## src/rtl/idxEaPkg.sv

```systemverilog
package idxEaPkg;

  typedef enum logic [3:0] {
    S_IDLE, S_EXT, S_DEC, S_BD, S_CALC, S_MEM, S_OD, S_FIN, S_DONE
  } eaState_t;

  typedef struct packed {
    logic capture;
    logic loadExt;
    logic pcInc;
    logic clrDisp;
    logic shiftDisp;
    logic dispWide;
    logic calcInter;
    logic loadMem;
    logic calcFinal;
  } eaStrobe_t;

  // Size code to word count: 0,1 -> 0 words, 2 -> 1 word, 3 -> 2 words
  function automatic logic [1:0] dispWords(input logic [1:0] code);
    case (code)
      2'd2:    dispWords = 2'd1;
      2'd3:    dispWords = 2'd2;
      default: dispWords = 2'd0;
    endcase
  endfunction

endpackage

```

## src/rtl/idxEaIndex.sv

```systemverilog
module idxEaIndex #(
  parameter int  ADDR_W        = 32,
  parameter int  WORD_W        = 16,
  parameter bit  WORD_INDEX_EN = 1'b1
) (
  input  logic [ADDR_W-1:0] regData,
  input  logic              longSize,
  input  logic [1:0]        scale,
  output logic [ADDR_W-1:0] idxVal
);
  localparam int EXT_BITS = ADDR_W - WORD_W;

  logic [ADDR_W-1:0] sized;

  generate
    if (WORD_INDEX_EN) begin : g_wordIdx
      always_comb
        sized = longSize ? regData
                         : {{EXT_BITS{regData[WORD_W-1]}}, regData[WORD_W-1:0]};
    end else begin : g_longOnly
      logic unusedSize;
      assign unusedSize = longSize;
      always_comb sized = regData;
    end
  endgenerate

  assign idxVal = sized << scale;
endmodule

```

## src/rtl/idxEaDatapath.sv

```systemverilog
module idxEaDatapath
  import idxEaPkg::*;
#(
  parameter int ADDR_W        = 32,
  parameter int WORD_W        = 16,
  parameter bit WORD_INDEX_EN = 1'b1
) (
  input  logic              clk,
  input  logic              rstN,
  input  eaStrobe_t         stb,
  input  logic              startPcRel,
  input  logic [ADDR_W-1:0] startBase,
  input  logic [ADDR_W-1:0] startExtAddr,
  input  logic [WORD_W-1:0] fetchData,
  input  logic [ADDR_W-1:0] memData,
  input  logic [ADDR_W-1:0] regRdData,
  output logic [WORD_W-1:0] ext,
  output logic [ADDR_W-1:0] pcAddr,
  output logic [ADDR_W-1:0] interAddr,
  output logic [ADDR_W-1:0] eaOut
);
  localparam int SHORT_W = 8;
  localparam int WORD_BYTES = WORD_W / 8;

  logic              pcRelQ;
  logic [ADDR_W-1:0] baseQ, extAddrQ, dispAcc, memBaseQ;
  logic [ADDR_W-1:0] idxVal, dispVal, effBase, shortOff;
  logic              preIdx, postIdx;

  idxEaIndex #(
    .ADDR_W(ADDR_W), .WORD_W(WORD_W), .WORD_INDEX_EN(WORD_INDEX_EN)
  ) uIndex (
    .regData (regRdData),
    .longSize(ext[11]),
    .scale   (ext[10:9]),
    .idxVal  (idxVal)
  );

  assign effBase  = pcRelQ ? extAddrQ : baseQ;
  assign shortOff = {{(ADDR_W-SHORT_W){ext[SHORT_W-1]}}, ext[SHORT_W-1:0]};
  assign dispVal  = stb.dispWide ? dispAcc
                  : {{(ADDR_W-WORD_W){dispAcc[WORD_W-1]}}, dispAcc[WORD_W-1:0]};
  assign preIdx   = !ext[6] && !ext[2];
  assign postIdx  = !ext[6] &&  ext[2];

  always_ff @(posedge clk or negedge rstN) begin
    if (!rstN) begin
      pcRelQ    <= 1'b0;
      baseQ     <= '0;
      extAddrQ  <= '0;
      pcAddr    <= '0;
      ext       <= '0;
      dispAcc   <= '0;
      interAddr <= '0;
      memBaseQ  <= '0;
      eaOut     <= '0;
    end else begin
      if (stb.capture) begin
        pcRelQ   <= startPcRel;
        baseQ    <= startBase;
        extAddrQ <= startExtAddr;
        pcAddr   <= startExtAddr;
      end
      if (stb.pcInc) pcAddr <= pcAddr + ADDR_W'(WORD_BYTES);
      if (stb.loadExt) ext <= fetchData;
      if (stb.clrDisp) dispAcc <= '0;
      else if (stb.shiftDisp) dispAcc <= {dispAcc[ADDR_W-WORD_W-1:0], fetchData};
      if (stb.calcInter)
        interAddr <= (ext[7] ? '0 : effBase) + dispVal + (preIdx ? idxVal : '0);
      if (stb.loadMem) memBaseQ <= memData;
      if (stb.calcFinal) begin
        if (!ext[8])             eaOut <= effBase + idxVal + shortOff;
        else if (ext[1:0] == 0)  eaOut <= interAddr;
        else                     eaOut <= memBaseQ + (postIdx ? idxVal : '0) + dispVal;
      end
    end
  end
endmodule

```

## src/rtl/idxEaControl.sv

```systemverilog
module idxEaControl
  import idxEaPkg::*;
#(
  parameter int WORD_W        = 16,
  parameter bit WORD_INDEX_EN = 1'b1,
  parameter bit FULL_EXT_EN   = 1'b1
) (
  input  logic              clk,
  input  logic              rstN,
  input  logic              start,
  input  logic [WORD_W-1:0] ext,
  input  logic              fetchValid,
  input  logic              memValid,
  output eaStrobe_t         stb,
  output logic              fetchReq,
  output logic              memReq,
  output logic              done,
  output logic              illegal
);
  eaState_t   state, nxt;
  logic [1:0] cnt;
  logic       illQ, badFmt;
  logic [1:0] bdWords, odWords;

  assign bdWords = dispWords(ext[5:4]);
  assign odWords = dispWords(ext[1:0]);
  assign badFmt  = (!ext[11] && !WORD_INDEX_EN) || (ext[8] && !FULL_EXT_EN);

  always_comb begin
    stb      = '0;
    nxt      = state;
    fetchReq = 1'b0;
    memReq   = 1'b0;
    done     = 1'b0;
    case (state)
      S_IDLE: if (start) begin
        stb.capture = 1'b1;
        nxt = S_EXT;
      end
      S_EXT: begin
        fetchReq = 1'b1;
        if (fetchValid) begin
          stb.loadExt = 1'b1;
          stb.pcInc   = 1'b1;
          nxt = S_DEC;
        end
      end
      S_DEC: begin
        if (badFmt)       nxt = S_DONE;
        else if (!ext[8]) nxt = S_FIN;
        else begin
          stb.clrDisp = 1'b1;
          nxt = (bdWords != 0) ? S_BD : S_CALC;
        end
      end
      S_BD, S_OD: begin
        fetchReq = 1'b1;
        if (fetchValid) begin
          stb.shiftDisp = 1'b1;
          stb.pcInc     = 1'b1;
          if (cnt == 2'd1) nxt = (state == S_BD) ? S_CALC : S_FIN;
        end
      end
      S_CALC: begin
        stb.calcInter = 1'b1;
        stb.dispWide  = (bdWords == 2'd2);
        stb.clrDisp   = 1'b1;
        nxt = (ext[1:0] == 2'd0) ? S_FIN : S_MEM;
      end
      S_MEM: begin
        memReq = 1'b1;
        if (memValid) begin
          stb.loadMem = 1'b1;
          nxt = (odWords != 0) ? S_OD : S_FIN;
        end
      end
      S_FIN: begin
        stb.calcFinal = 1'b1;
        stb.dispWide  = (odWords == 2'd2);
        nxt = S_DONE;
      end
      S_DONE: begin
        done = 1'b1;
        nxt  = S_IDLE;
      end
      default: nxt = S_IDLE;
    endcase
  end

  assign illegal = done && illQ;

  always_ff @(posedge clk or negedge rstN) begin
    if (!rstN) begin
      state <= S_IDLE;
      cnt   <= '0;
      illQ  <= 1'b0;
    end else begin
      state <= nxt;
      if (stb.capture) illQ <= 1'b0;
      else if (state == S_DEC && badFmt) illQ <= 1'b1;
      if (state == S_DEC) cnt <= bdWords;
      else if (state == S_MEM && memValid) cnt <= odWords;
      else if (stb.shiftDisp) cnt <= cnt - 2'd1;
    end
  end
endmodule

```

## src/rtl/idxEaCalc.sv

```systemverilog
module idxEaCalc
  import idxEaPkg::*;
#(
  parameter int ADDR_W        = 32,
  parameter int WORD_W        = 16,
  parameter bit WORD_INDEX_EN = 1'b1,
  parameter bit FULL_EXT_EN   = 1'b1
) (
  input  logic              clk,
  input  logic              rstN,
  input  logic              start,
  input  logic              pcRel,
  input  logic [ADDR_W-1:0] baseAddr,
  input  logic [ADDR_W-1:0] extAddr,
  output logic              fetchReq,
  output logic [ADDR_W-1:0] fetchAddr,
  input  logic              fetchValid,
  input  logic [WORD_W-1:0] fetchData,
  output logic              regIsAddr,
  output logic [2:0]        regNum,
  input  logic [ADDR_W-1:0] regRdData,
  output logic              memReq,
  output logic [ADDR_W-1:0] memAddr,
  input  logic              memValid,
  input  logic [ADDR_W-1:0] memData,
  output logic              done,
  output logic              illegal,
  output logic [ADDR_W-1:0] eaOut,
  output logic [ADDR_W-1:0] nextPc
);
  eaStrobe_t         stb;
  logic [WORD_W-1:0] ext;
  logic [ADDR_W-1:0] pcAddr;

  idxEaControl #(
    .WORD_W(WORD_W), .WORD_INDEX_EN(WORD_INDEX_EN), .FULL_EXT_EN(FULL_EXT_EN)
  ) uCtrl (
    .clk(clk), .rstN(rstN), .start(start), .ext(ext),
    .fetchValid(fetchValid), .memValid(memValid), .stb(stb),
    .fetchReq(fetchReq), .memReq(memReq), .done(done), .illegal(illegal)
  );

  idxEaDatapath #(
    .ADDR_W(ADDR_W), .WORD_W(WORD_W), .WORD_INDEX_EN(WORD_INDEX_EN)
  ) uPath (
    .clk(clk), .rstN(rstN), .stb(stb), .startPcRel(pcRel),
    .startBase(baseAddr), .startExtAddr(extAddr), .fetchData(fetchData),
    .memData(memData), .regRdData(regRdData), .ext(ext), .pcAddr(pcAddr),
    .interAddr(memAddr), .eaOut(eaOut)
  );

  assign fetchAddr = pcAddr;
  assign nextPc    = pcAddr;
  assign regIsAddr = ext[15];
  assign regNum    = ext[14:12];
endmodule

```

## config.mk

```make
export PLATFORM = sky130hd
export DESIGN_NAME = idxEaCalc
export DESIGN_NICKNAME = d
export VERILOG_FILES = /design/src/rtl/idxEaPkg.sv /design/src/rtl/idxEaIndex.sv /design/src/rtl/idxEaDatapath.sv /design/src/rtl/idxEaControl.sv /design/src/rtl/idxEaCalc.sv
export SDC_FILE = /design/constraint.sdc
export NUM_CORES = 1
export LEC_CHECK = 0
export ABC_AREA = 1
export BUFFER_PORTS_ARGS = -buffer_cell sky130_fd_sc_hd__buf_4
export CAP_MARGIN = 30
export CORE_MARGIN = 10
export CORE_UTILIZATION = 55
export CTS_CLUSTER_DIAMETER = 30
export DETAILED_ROUTE_END_ITERATION = 8
export HOLD_SLACK_MARGIN = 0.06
export PLACE_DENSITY = 0.75
export SYNTH_ARGS = -nofsm -noshare
export SYNTH_HDL_FRONTEND = slang
export SYNTH_SLANG_ARGS = --single-unit
```

## constraint.sdc

```tcl
create_clock -name clk -period 6.2 [get_ports clk]
set_clock_uncertainty 0.2 [all_clocks]
set_input_delay 0.93 -clock clk [delete_from_list [all_inputs] [get_ports clk]]
set_output_delay 0.93 -clock clk [all_outputs]
set_load 0.005 [all_outputs]
```

; Yosys cells after proc, flatten, opt, wreduce, memory -nomap -nowiden
; Index checks and enable logic that the tools add are counted.
[word_totals]
regBits = 247
latchBits = 0
ram_bits = 0
romBits = 0
in_bits = 150
out_inout_bits = 136
elab_cells = 100
memories = 0
[op_classes]
addsub = 8
mul = 0
div = 0
order_cmp = 0
n_eq_ne = 20
n_shift = 1
n_mux = 45
n_bitwise = 0
reduce_logical = 15
[op_table]
columns = operator, count
row1 = $mux 32, 12
row2 = $add 32x32->32, 6
row3 = $add 32x2->32 const B, 1
row4 = $shl 32x2->32, 1
row5 = $pmux 4 s7, 1
row6 = $mux 4, 6
row7 = $eq 4x3->1 const B, 4
row8 = $mux 1, 14
row9 = $eq 2x2->1 const B, 6
row10 = $mux 2, 6
row11 = $eq 4x2->1 const B, 2
row12 = $ne 2x2->1 const B, 4
row13 = $pmux 2 s2, 2
row14 = $reduce_bool 2->1, 4
row15 = $pmux 1 s2, 3
row16 = $reduce_and 5->1, 1
row17 = $eq 4x1->1 const B, 1
row18 = $eq 4x4->1 const B, 1
row19 = $logic_not 4->1, 1
row20 = $logic_and 1x1->1, 3
row21 = $mux 3, 1
row22 = $reduce_bool 3->1, 1
row23 = $reduce_or 3->1, 1
row24 = $eq 2x1->1 const B, 1
row25 = 5 further kinds, 6

; Logic depth before layout (Yosys ltp)
[depth]
word_depth = 8
mapped_depth = 28
depth_no_buf = 27

; Cells and area by module
; From an unflattened synthesis, not the netlist that was laid out.
[unflattened]
hier_cells = 3060
area_unflattened_um2 = 21276.7
[modules_own_cells]
columns = module, instances, cells_per_inst, area_per_inst_um2, seq_area_each_um2
row1 = idxEaDatapath, 1, 2737, 19427.4, 6030.8
row2 = idxEaIndex, 1, 184, 940.9, 0.0
row3 = idxEaControl, 1, 107, 668.1, 150.1
row4 = idxEaCalc, 1, 32, 240.2, 0.0

; Worst setup path before layout
; No wires, ideal clock.
[synth_timing]
kind = register to register
from = register uPath.ext[7]
to = register uPath.interAddr[27]
setup_time_ns = 0.117
arrival_time_ns = 3.970
required_ns = 5.883
path_slack_ns = 1.913
path_stages_with_launch = 21
path_buffers = 1
synth_period_minus_slack_ns = 4.287
cell_sequence = dfrtp_1 > inv_1 > clkbuf_1 > nand2_1 > fa_1 > inv_1 > ha_1 > inv_1 > fa_1 > inv_1 > nand2_1 > o21ai_2 > nand2_1 > nand2_1 > a21oi_1 > o21ai_1 > nand2_1 > nand3_1 > nand2_1 > nand3_1 > nand2_1
[synth_between]
elab_chain_len = 3
[synth_lines]
columns = item, line_no
row1 = start: declaration, idxEaDatapath.sv:17  ; output logic [WORD_W-1:0] ext,
row2 = start signal: assignment, idxEaDatapath.sv:65  ; if (stb.loadExt) ext <= fetchData;
row3 = $mux 32, idxEaDatapath.sv:69  ; interAddr <= (ext[7] ? '0 : effBase) + dispVal + (preIdx ? idxVal : '0);
row4 = $add 32x32->32 (2 in a row), idxEaDatapath.sv:69
row5 = end signal: assignment, idxEaDatapath.sv:69
row6 = end: declaration, idxEaDatapath.sv:19  ; output logic [ADDR_W-1:0] interAddr,
; Every way passes these cells.
; A chain may end at the register's enable or synchronous reset.

; Worst setup path after layout
[layout_timing]
from = register uPath.pcRelQ
to = register uPath.interAddr[17]
[layout_between]
elab_chain_len = 4
[layout_lines]
columns = item, line_no
row1 = start: declaration, idxEaDatapath.sv:25  ; logic pcRelQ;
row2 = start signal: assignment, idxEaDatapath.sv:59  ; pcRelQ <= startPcRel;
row3 = $mux 32, idxEaDatapath.sv:39  ; assign effBase = pcRelQ ? extAddrQ : baseQ;
row4 = $mux 32, idxEaDatapath.sv:69
row5 = $add 32x32->32 (2 in a row), idxEaDatapath.sv:69
; Every way passes these cells.

==> results by group <==
Synthesis
  – Seq cells post-synth: ~250
  – Syn_nets: around 3400
  – Yosys warns: 0
  – Post-synthesis average cell area: around 7 um^2
  – Synth area leaders: dfrtp_1 (29%), nand2_1 (16%), fa_1 (9.1%), inv_1 (8.0%), o21ai_0 (5.9%)
  – Cells after Synth: between 3000 and 4000
  – Ys flop type: dfrtp_1
  – Unique masters post-synth: 58
  – Top-count cell post-synth: nand2_1
  – Post-synth top area share: 0.293
  – Post-synth EDFFs: 0
  – Cell accounting for the most synthesized area: dfrtp_1
  – Seq/Total Area, Yosys: 0.293
  – Mapped Area: approximately 0.021 mm^2
  – Synth cell count leaders: nand2_1 (920), inv_1 (449), nor2_1 (260), dfrtp_1 (247), o21ai_0 (247)
  – Async SR Flop Fraction: 1.00

Timing
  – RSZ-0062 raised after global routing: no
  – Final Hold Vio Count: 0
  – Hold_ws: 271 ps
  – Fmax: around 170 MHz
  – Worst-margin pin slew: ~1100 ps
  – Max-slew violation count: 0
  – Period utilisation layout: 0.923
  – Rel. slew slack: 0.257
  – TNS Setup: 0 ps
  – Final setup fails: 0
  – Fin worst setup slack: 479 ps
  – Final Critical Period: 5720 ps

GRT
  – Initial antenna violation count: 1
  – GRT Residual Overflow: 0
  – Vias in the first global route: ~23000
  – Gr usage total: 0.380
  – Largest net degree at the start of global routing: approximately 130
  – First-pass GRT wire length: ~140000 um

Routing
  – Drt via density: 5.95
  – DR WL/cell: about 23 um
  – Vias: roughly 23000
  – DR iter-0 viols: roughly 2900
  – DRT antenna net count: 0
  – DRT Wirelength: 90600 um
  – Drt drc: 0
  – DR pass1 iterations: 8

Placed design
  – Input/output buffers: between 200 and 300
  – Placer Congestion: between 1 and 1.5
  – DPL Wire Length: ~71000 um
  – Dpl ws: a little under 700 ps
  – Post-Place Cells: about 3800

CTS
  – Num CTS Buffers: 57
  – Worst-skew pair later-pin latency: 640 ps
  – Number of hold buffers added after CTS: 0
  – Postcts setup bufs: 0
  – H-Tree Depth: 2
  – CTS resizes: 0
  – TritonCTS clock tree: yes
  – Sink Count: between 200 and 250
  – Clock root cell: clkbuf_16
  – Clock Tree Buf Depth: 3
  – Reg clk slew, reported paths: approximately 50 ps

Worst setup path
  – Slowest cell delay on critical path: between 800 and 900 ps
  – Data required time at the worst endpoint: between 6000 and 7000 ps
  – CP most frequent cell: o21ai_0
  – CP arrival: approximately 6000 ps
  – CP endpoint kind: flip-flop
  – Kind of critical path: flip-flop to flip-flop
  – Crit Reg-Reg Startpoint: uPath.pcRelQ
  – Top Family by Delay on Critical Path: compound AO/OA/AOI/OAI gates
  – Reg2reg path depth: 15
  – CP cell instances: inv_1 > o21ai_0 > nand2_1 > fa_1 > inv_1 > ha_1 > a21oi_1 > nor2_1 > nor2_1 > o21ai_0 > a21oi_1 > o21ai_0 > or2_2 > nand3_1 > nand2_1
  – R2R Path End: uPath.interAddr[17]
  – Worst-path fanout max: 30
  – Critical path's slowest cell: o21ai_0
  – Bufs and invs on worst path: 2
  – Startpoint type of the worst setup path: flip-flop
  – Setup slack, reg-to-reg: 480 ps

Cells and area
  – Layout cell share with drive strength beyond 1: 0.142
  – Nets@finish: between 3000 and 4000
  – Area Growth Syn to Fin: 20.5%
  – Ant diodes: 0
  – # fillers: 3170
  – Non-Filler Instances: 3877

Status
  – Status: complete, no violations

Hold path
  – HP Class: input port to asynchronous set/reset pin

Die
  – Placement Rows: a little over 70
  – Starting Density: 0.559
  – Die X: 216 um
  – I/O pin count: 286
  – Die Span Y: 216 um
  – Die area: between 0.04 and 0.05 mm^2
  – Core Region: between 0.03 and 0.04 mm^2

Run
  – Max-cap violations: 0
worst max path at each step:
stage	startpoint	end	slack, ps	depth (start not counted)
floorplan	uPath.ext[7]	uPath.interAddr[27]	1910	20
global placement	uPath.pcRelQ	uPath.interAddr[17]	670	15
detailed placement	uPath.pcRelQ	uPath.interAddr[17]	690	15
CTS	uPath.pcRelQ	uPath.interAddr[17]	640	15
global route	uPath.pcRelQ	uPath.interAddr[17]	270	15
finish	uPath.pcRelQ	uPath.interAddr[17]	480	15
per-layer routing:
metal,GRT usage,share of wire
met2,0.577,0.43
met1,0.471,0.38
met4,0.244,0.070
met5,0,0
met3,0.103,0.12
placed cells by master, fill, tap and decap left out, types with 32 or more instances in the layout:
cell type	netlist	layout
nand2_1	920	920
inv_1	449	448
buf_4	43	302
nor2_1	260	258
o21ai_0	247	247
dfrtp_1	247	246
a21oi_1	160	160
nand3_1	159	158
fa_1	96	96
ha_1	92	92
clkbuf_16	0	57
nor3_1	34	34
nand4_1	32	32
worst register-to-register path, delay by kind of cell (launching register included):
family | cells | cell delay, ps
compound gates | 5 | 2140
simple gates | 6 | 1030
fa+ha+maj | 2 | 930
flops | 1 | 700
buf+inv | 2 | 590
final cells by class:
type,instances,area (um^2),area share
clock buffers,65,1500,0.0589
well taps,511,639,0.0251
multi-input cells,2247,12500,0.492
flip-flops and latches,247,6180,0.243
repair buffers,305,2330,0.0916
clock inverters,41,524,0.0206
inverters,461,1740,0.0683
sequential cells by signal, indices dropped and copies added (netlist names), 4 cells and up:
signal,flops
uPath.eaOut,32
uPath.memBaseQ,32
uCtrl.state,4
uPath.baseQ,32
uPath.pcAddr,32
uPath.dispAcc,32
uPath.ext,16
uPath.extAddrQ,32
uPath.interAddr,32
cell families after synthesis:
group,share of synthesized area
other,0.000178
DFF,0.293
buffers and inverters,0.115
AOI/OAI and AO/OA,0.138
and+or+nand+nor,0.291
xor gates and xnor gates,0.0174
adders and majority gates,0.146
muxes,0.000474
stage by stage:
stage                     instance area, um^2   util
after floorplan                         21100      -
final                                   25400  0.673
after detailed placement                23400  0.620
after global placement                  23400  0.619
after CTS                               25400  0.673
after global routing                    25400  0.673
Power is left out: the tool's default activity adds up to more than one toggle a clock period on the data nets, which glitch-free logic cannot reach.
